**src/rtl/mcu_port_pkg.sv**
```systemverilog
package mcu_port_pkg;
  localparam int ADDR_W = 4;
  localparam int DATA_W = 16;

  localparam logic [ADDR_W-1:0] A_FLAG = 4'h0;
  localparam logic [ADDR_W-1:0] A_RXW  = 4'h1;
  localparam logic [ADDR_W-1:0] A_TXW  = 4'h2;

  // flag register field positions
  localparam int REQ_BIT  = 0;
  localparam int MBOX_LSB = 4;
  localparam int STAT_LSB = 8;
endpackage

```
**src/rtl/mcu_strobe_sync.sv**
```systemverilog
module mcu_strobe_sync #(
  parameter int STAGES = 2
) (
  input  logic clk_i,
  input  logic rst_ni,
  input  logic strobe_i,
  output logic level_o,
  output logic rise_o
);
  // chain[STAGES] is one extra delay used only for edge detection
  logic [STAGES:0] chain_q;

  always_ff @(posedge clk_i or negedge rst_ni) begin
    if (!rst_ni) chain_q <= '0;
    else         chain_q <= {chain_q[STAGES-1:0], strobe_i};
  end

  assign level_o = chain_q[STAGES-1];
  assign rise_o  = chain_q[STAGES-1] & ~chain_q[STAGES];

  p_single_commit_r2: assert property (@(posedge clk_i) disable iff (!rst_ni)
    rise_o |=> !rise_o);
endmodule

```
**src/rtl/mcu_reg_file.sv**
```systemverilog
module mcu_reg_file
  import mcu_port_pkg::*;
#(
  parameter int MBOX_W = 4
) (
  input  logic              clk_i,
  input  logic              rst_ni,
  input  logic              wr_en_i,
  input  logic [ADDR_W-1:0] wr_addr_i,
  input  logic [DATA_W-1:0] wr_data_i,
  input  logic              done_i,
  input  logic [DATA_W-1:0] word_i,
  input  logic [MBOX_W-1:0] mbox_set_i,
  output logic              req_o,
  output logic [MBOX_W-1:0] mbox_o,
  output logic [DATA_W-1:0] rx_word_o,
  output logic [DATA_W-1:0] tx_word_o
);
  logic flag_wr, tx_wr, set_req;
  logic req_q;
  logic [MBOX_W-1:0] mbox_q;
  logic [DATA_W-1:0] rx_q, tx_q;

  assign flag_wr = wr_en_i && (wr_addr_i == A_FLAG);
  assign tx_wr   = wr_en_i && (wr_addr_i == A_TXW);
  assign set_req = flag_wr && wr_data_i[REQ_BIT];

  // set beats done: a fresh launch must not be lost
  always_ff @(posedge clk_i or negedge rst_ni) begin
    if (!rst_ni)      req_q <= 1'b0;
    else if (set_req) req_q <= 1'b1;
    else if (done_i)  req_q <= 1'b0;
  end

  for (genvar i = 0; i < MBOX_W; i++) begin : g_mbox
    logic clr;
    assign clr = flag_wr && wr_data_i[MBOX_LSB+i];
    always_ff @(posedge clk_i or negedge rst_ni) begin
      if (!rst_ni)            mbox_q[i] <= 1'b0;
      else if (mbox_set_i[i]) mbox_q[i] <= 1'b1;
      else if (clr)           mbox_q[i] <= 1'b0;
    end
    p_mbox_keep_r9: assert property (@(posedge clk_i) disable iff (!rst_ni)
      (mbox_q[i] && !clr) |=> mbox_q[i]);
  end

  always_ff @(posedge clk_i or negedge rst_ni) begin
    if (!rst_ni) begin
      rx_q <= '0;
      tx_q <= '0;
    end else begin
      if (done_i) rx_q <= word_i;
      if (tx_wr)  tx_q <= wr_data_i;
    end
  end

  assign req_o     = req_q;
  assign mbox_o    = mbox_q;
  assign rx_word_o = rx_q;
  assign tx_word_o = tx_q;

  p_req_hold_r5: assert property (@(posedge clk_i) disable iff (!rst_ni)
    (req_q && !done_i) |=> req_q);
  p_req_clear_r6: assert property (@(posedge clk_i) disable iff (!rst_ni)
    (done_i && !set_req) |=> !req_q);
  p_capture_r7: assert property (@(posedge clk_i) disable iff (!rst_ni)
    done_i |=> (rx_q == $past(word_i)));
endmodule

```
**src/rtl/mcu_read_mux.sv**
```systemverilog
module mcu_read_mux
  import mcu_port_pkg::*;
#(
  parameter int MBOX_W = 4,
  parameter int STAT_W = 8
) (
  input  logic              en_i,
  input  logic [ADDR_W-1:0] addr_i,
  input  logic              req_i,
  input  logic [MBOX_W-1:0] mbox_i,
  input  logic [STAT_W-1:0] status_i,
  input  logic [DATA_W-1:0] rx_word_i,
  input  logic [DATA_W-1:0] tx_word_i,
  output logic [DATA_W-1:0] data_o
);
  logic [DATA_W-1:0] flag_w, sel;

  always_comb begin
    flag_w = '0;
    flag_w[REQ_BIT] = req_i;
    flag_w[MBOX_LSB +: MBOX_W] = mbox_i;
    flag_w[STAT_LSB +: STAT_W] = status_i;
  end

  always_comb begin
    unique case (addr_i)
      A_FLAG:  sel = flag_w;
      A_RXW:   sel = rx_word_i;
      A_TXW:   sel = tx_word_i;
      default: sel = '0;
    endcase
  end

  assign data_o = en_i ? sel : '0;
endmodule

```
**src/rtl/mcu_reg_port.sv**
```systemverilog
module mcu_reg_port
  import mcu_port_pkg::*;
#(
  parameter int MBOX_W    = 4,
  parameter int STAT_W    = 8,
  parameter int SYNC_STGS = 2
) (
  input  logic              clk_i,
  input  logic              rst_ni,
  input  logic [ADDR_W-1:0] mcu_addr_i,
  input  logic [DATA_W-1:0] mcu_data_i,
  output logic [DATA_W-1:0] mcu_data_o,
  output logic              mcu_data_oe_o,
  input  logic              mcu_rd_i,
  input  logic              mcu_wr_i,
  input  logic [STAT_W-1:0] status_i,
  input  logic [MBOX_W-1:0] mbox_set_i,
  output logic [MBOX_W-1:0] mbox_o,
  output logic              xfer_req_o,
  input  logic              xfer_done_i,
  input  logic [DATA_W-1:0] xfer_word_i,
  output logic [DATA_W-1:0] xfer_wdata_o
);
  logic rd_lvl, rd_rise, wr_lvl, wr_rise;
  logic req;
  logic [MBOX_W-1:0] mbox;
  logic [DATA_W-1:0] rx_word, tx_word;

  mcu_strobe_sync #(.STAGES(SYNC_STGS)) u_rd_sync (
    .clk_i, .rst_ni, .strobe_i(mcu_rd_i), .level_o(rd_lvl), .rise_o(rd_rise)
  );

  mcu_strobe_sync #(.STAGES(SYNC_STGS)) u_wr_sync (
    .clk_i, .rst_ni, .strobe_i(mcu_wr_i), .level_o(wr_lvl), .rise_o(wr_rise)
  );

  // address and data are held steady by the bus protocol around the strobe
  mcu_reg_file #(.MBOX_W(MBOX_W)) u_regs (
    .clk_i, .rst_ni,
    .wr_en_i(wr_rise), .wr_addr_i(mcu_addr_i), .wr_data_i(mcu_data_i),
    .done_i(xfer_done_i), .word_i(xfer_word_i), .mbox_set_i(mbox_set_i),
    .req_o(req), .mbox_o(mbox), .rx_word_o(rx_word), .tx_word_o(tx_word)
  );

  mcu_read_mux #(.MBOX_W(MBOX_W), .STAT_W(STAT_W)) u_rmux (
    .en_i(rd_lvl), .addr_i(mcu_addr_i), .req_i(req), .mbox_i(mbox),
    .status_i(status_i), .rx_word_i(rx_word), .tx_word_i(tx_word),
    .data_o(mcu_data_o)
  );

  assign mcu_data_oe_o = rd_lvl;
  assign mbox_o        = mbox;
  assign xfer_req_o    = req;
  assign xfer_wdata_o  = tx_word;

  logic unused_lvl;
  assign unused_lvl = wr_lvl ^ rd_rise;

  p_oe_follows_rd_r3: assert property (@(posedge clk_i) disable iff (!rst_ni)
    mcu_data_oe_o |-> $past(mcu_rd_i, 2));
  p_quiet_bus_r3: assert property (@(posedge clk_i) disable iff (!rst_ni)
    !mcu_data_oe_o |-> (mcu_data_o == '0));
endmodule

```
**config.mk**
```make
export PLATFORM = sky130hd
export DESIGN_NAME = mcu_reg_port
export DESIGN_NICKNAME = d
export VERILOG_FILES = /design/src/rtl/mcu_port_pkg.sv /design/src/rtl/mcu_strobe_sync.sv /design/src/rtl/mcu_reg_file.sv /design/src/rtl/mcu_read_mux.sv /design/src/rtl/mcu_reg_port.sv
export SDC_FILE = /design/constraint.sdc
export NUM_CORES = 1
export LEC_CHECK = 0
export BUFFER_PORTS_ARGS = -buffer_cell sky130_fd_sc_hd__buf_4
export CAP_MARGIN = 10
export CORE_MARGIN = 10
export CORE_UTILIZATION = 50
export CTS_BUF_LIST = sky130_fd_sc_hd__clkbuf_16
export DETAILED_ROUTE_END_ITERATION = 10
export PLACE_DENSITY_LB_ADDON = 0.3
export SLEW_MARGIN = 20
export SYNTH_ARGS = -nofsm -noshare
export SYNTH_HDL_FRONTEND = slang
export SYNTH_HIERARCHICAL = 1
export SYNTH_SLANG_ARGS = --single-unit
export TNS_END_PERCENT = 100
```
**constraint.sdc**
```tcl
create_clock -name clk_i -period 2.7 [get_ports clk_i]
set_input_delay 0.135 -clock clk_i [delete_from_list [all_inputs] [get_ports clk_i]]
set_output_delay 0.135 -clock clk_i [all_outputs]
set_load 0.05 [all_outputs]
```
==> impl_metrics.toml <==
[timing]
final_max_slew_viol_count = 0
layout_min_cycle_time_ns = 1.95
worstMarginPinSlew_ns = 0.572
setup_ws_ns = 0.754
finalHoldViolCount = 0
finalSetupTns_ns = 0
fmax_mhz = 514
slew_headroom_pct = 61.6
rsz0062_at_grt = "no"
clock_skew_ns = 0.00352
setup_viol = 0
holdWs_ns = 0.0464
timing.final.crit_share_pct = 72.1

[floorplanning]
die_area_um2 = 6810
row_count = 22
die_x_um = 82.5
start_util_pct = 52.6
die_y_um = 82.5
core_um2 = 3720
boundaryPins = 91

[clock_tree]
post_cts_buffers = 0
path_clk_slew_ns = 0.06
cts_resized = 0
clockBufferDepth = 2
tritoncts = "done"
h-tree-depth = 2
ctsHoldBuffers = 3
cts.sinks = 42
insertion_delay_ns = 0.28
cts-root-buf = "clkbuf_16"
numCtsBuffers = 5

[final_layout]
final_area_um2 = 2800
area_delta_synth_final_pct = 43.3
final_nets = 292
num_antenna_cells = 0
nFillCells = 278
drive_gt1_share_pct = 57.5
postLayoutCoreUtil_pct = 75.3

[setup_path]
critPathRequiredTime_ns = 2.57
cp_max_fo = 9
crit_path_end_kind = "primary output"
critPathLaunchType = "flop"
worstSetupPathType = "reg -> out"
critPathArrivalTime_ns = 1.81

[placement]
place_area_um2 = 2630
routabilityCongestion = 0.767
dp_hpwl_um = 4140
portBuffers = 90
place_ws_ns = 1.04

[min_path]
hold_class = "in -> reg"

[power_and_ir_drop]
ir_drop_v = 0.000424
p_leak_nw = 1.39
p_per_area_nw_per_um2 = 646

[grt]
grt_pass1_vias = 1689
overflow = 0
antenna_found_initial = 0
grt_pass1_wl_um = 8510
grt_max_degree = 43
groute.usage.overall_pct = 16.3

[drt]
antenna_left = 0
first_pass_iters = 4
vias = 1546
routed_wl_um = 5510
vias_per_cell = 5.37
drt_iter0_drc = 103
wl_per_cell_um = 19.1
remaining_drc_errors = 0

[yosys]
syn-instance-count = 146
yosys_warnings = 6
syn_area_per_cell_um2 = 13.4
syn_nets = 199
mappedNetlistArea_um2 = 1950

[run_status]
status = "finished, final reports clean"

[run]
cap_violations = 0
## placed cells by master (no fill, tap or decap)
| cell | count |
|---|---|
| a31oi_1 | 4 |
| mux2_2 | 22 |
| buf_4 | 92 |
| or2_2 | 4 |
| a21oi_1 | 4 |
| nor2_1 | 16 |
| dfrtp_1 | 42 |
| inv_1 | 6 |
| clkbuf_16 | 5 |
| a21o_1 | 1 |
| clkinv_2 | 1 |
| and2b_1 | 1 |
| mux2i_1 | 4 |
| nand2_1 | 4 |
| or3b_1 | 1 |
| nor4_4 | 1 |
| a222oi_1 | 9 |
| mux2_4 | 10 |
| nor2b_4 | 1 |
| dlygate4sd3_1 | 3 |
| clkinv_1 | 1 |
| a22oi_1 | 3 |
| nand2_4 | 1 |
| nor2b_1 | 2 |
| a22o_1 | 1 |
| nor4b_4 | 1 |
## report_power, final
part / internal (mW) / switching [mW]
registers: 0.705 / 0.0541
logic: 0.214 / 0.289
clock network: 0.333 / 0.212
## final timing paths
path                                                     start  slack, ns                               end  depth (start not counted)
worst min-delay path                             mcu_data_i[6]       0.05      u_regs/mbox_o[2]$_DFFE_PN0P_                          2
worst max-delay path            u_rd_sync/chain_q[1]$_DFF_PN0_       0.75                     mcu_data_o[4]                          4
min in group asynchronous                               rst_ni       0.41      u_regs/mbox_o[0]$_DFFE_PN0P_                          2
worst min register to register  u_wr_sync/chain_q[0]$_DFF_PN0_       0.36    u_wr_sync/chain_q[1]$_DFF_PN0_                          0
worst max register to register  u_wr_sync/chain_q[2]$_DFF_PN0_       1.19  u_regs/tx_word_o[14]$_DFFE_PN0P_                          4
max in group asynchronous                               rst_ni       1.94   u_regs/rx_word_o[0]$_DFFE_PN0P_                          2
## layer usage
layer	global-route usage, %	vias up	part of all wire [%]
met5	0	-	0
met2	27.4	52	52
met1	19.6	774	39
li1	-	715	-
met3	5.18	5	7.9
met4	5.18	0	0.82
## state kept, by name (all words and copies together) (netlist names)
name and count:
u_rd_sync/chain_q 2, u_regs/rx_word_o 16, u_regs/tx_word_o 16, u_regs/mbox_o 4
u_wr_sync/chain_q 3, u_regs/req_o 1
## worst max-delay path, stage by stage (launching register included)
cell and delay (ns):
dfrtp_1 0.34, or3b_1 0.49, a21o_1 0.34, nor2_1 0.15
buf_4 0.21
## stage by stage
step / instances / power [mW]
floorplan: 146 / 1.08
global placement: 277 / 1.26
detailed placement: 277 / 1.27
CTS: 288 / 1.83
global route: 288 / 1.88
finish: 288 / 1.81
## cell type report
type	instances	area, um^2	area share, %
clock inverters	3	12.5	0.447
multi-input cells	90	811	29.0
clock buffers	5	125	4.47
repair buffers	95	721	25.7
well taps	48	60.1	2.15
inverters	5	18.8	0.671
flip-flops and latches	42	1050	37.6
Note: power is estimated with default switching activity, not from simulation.
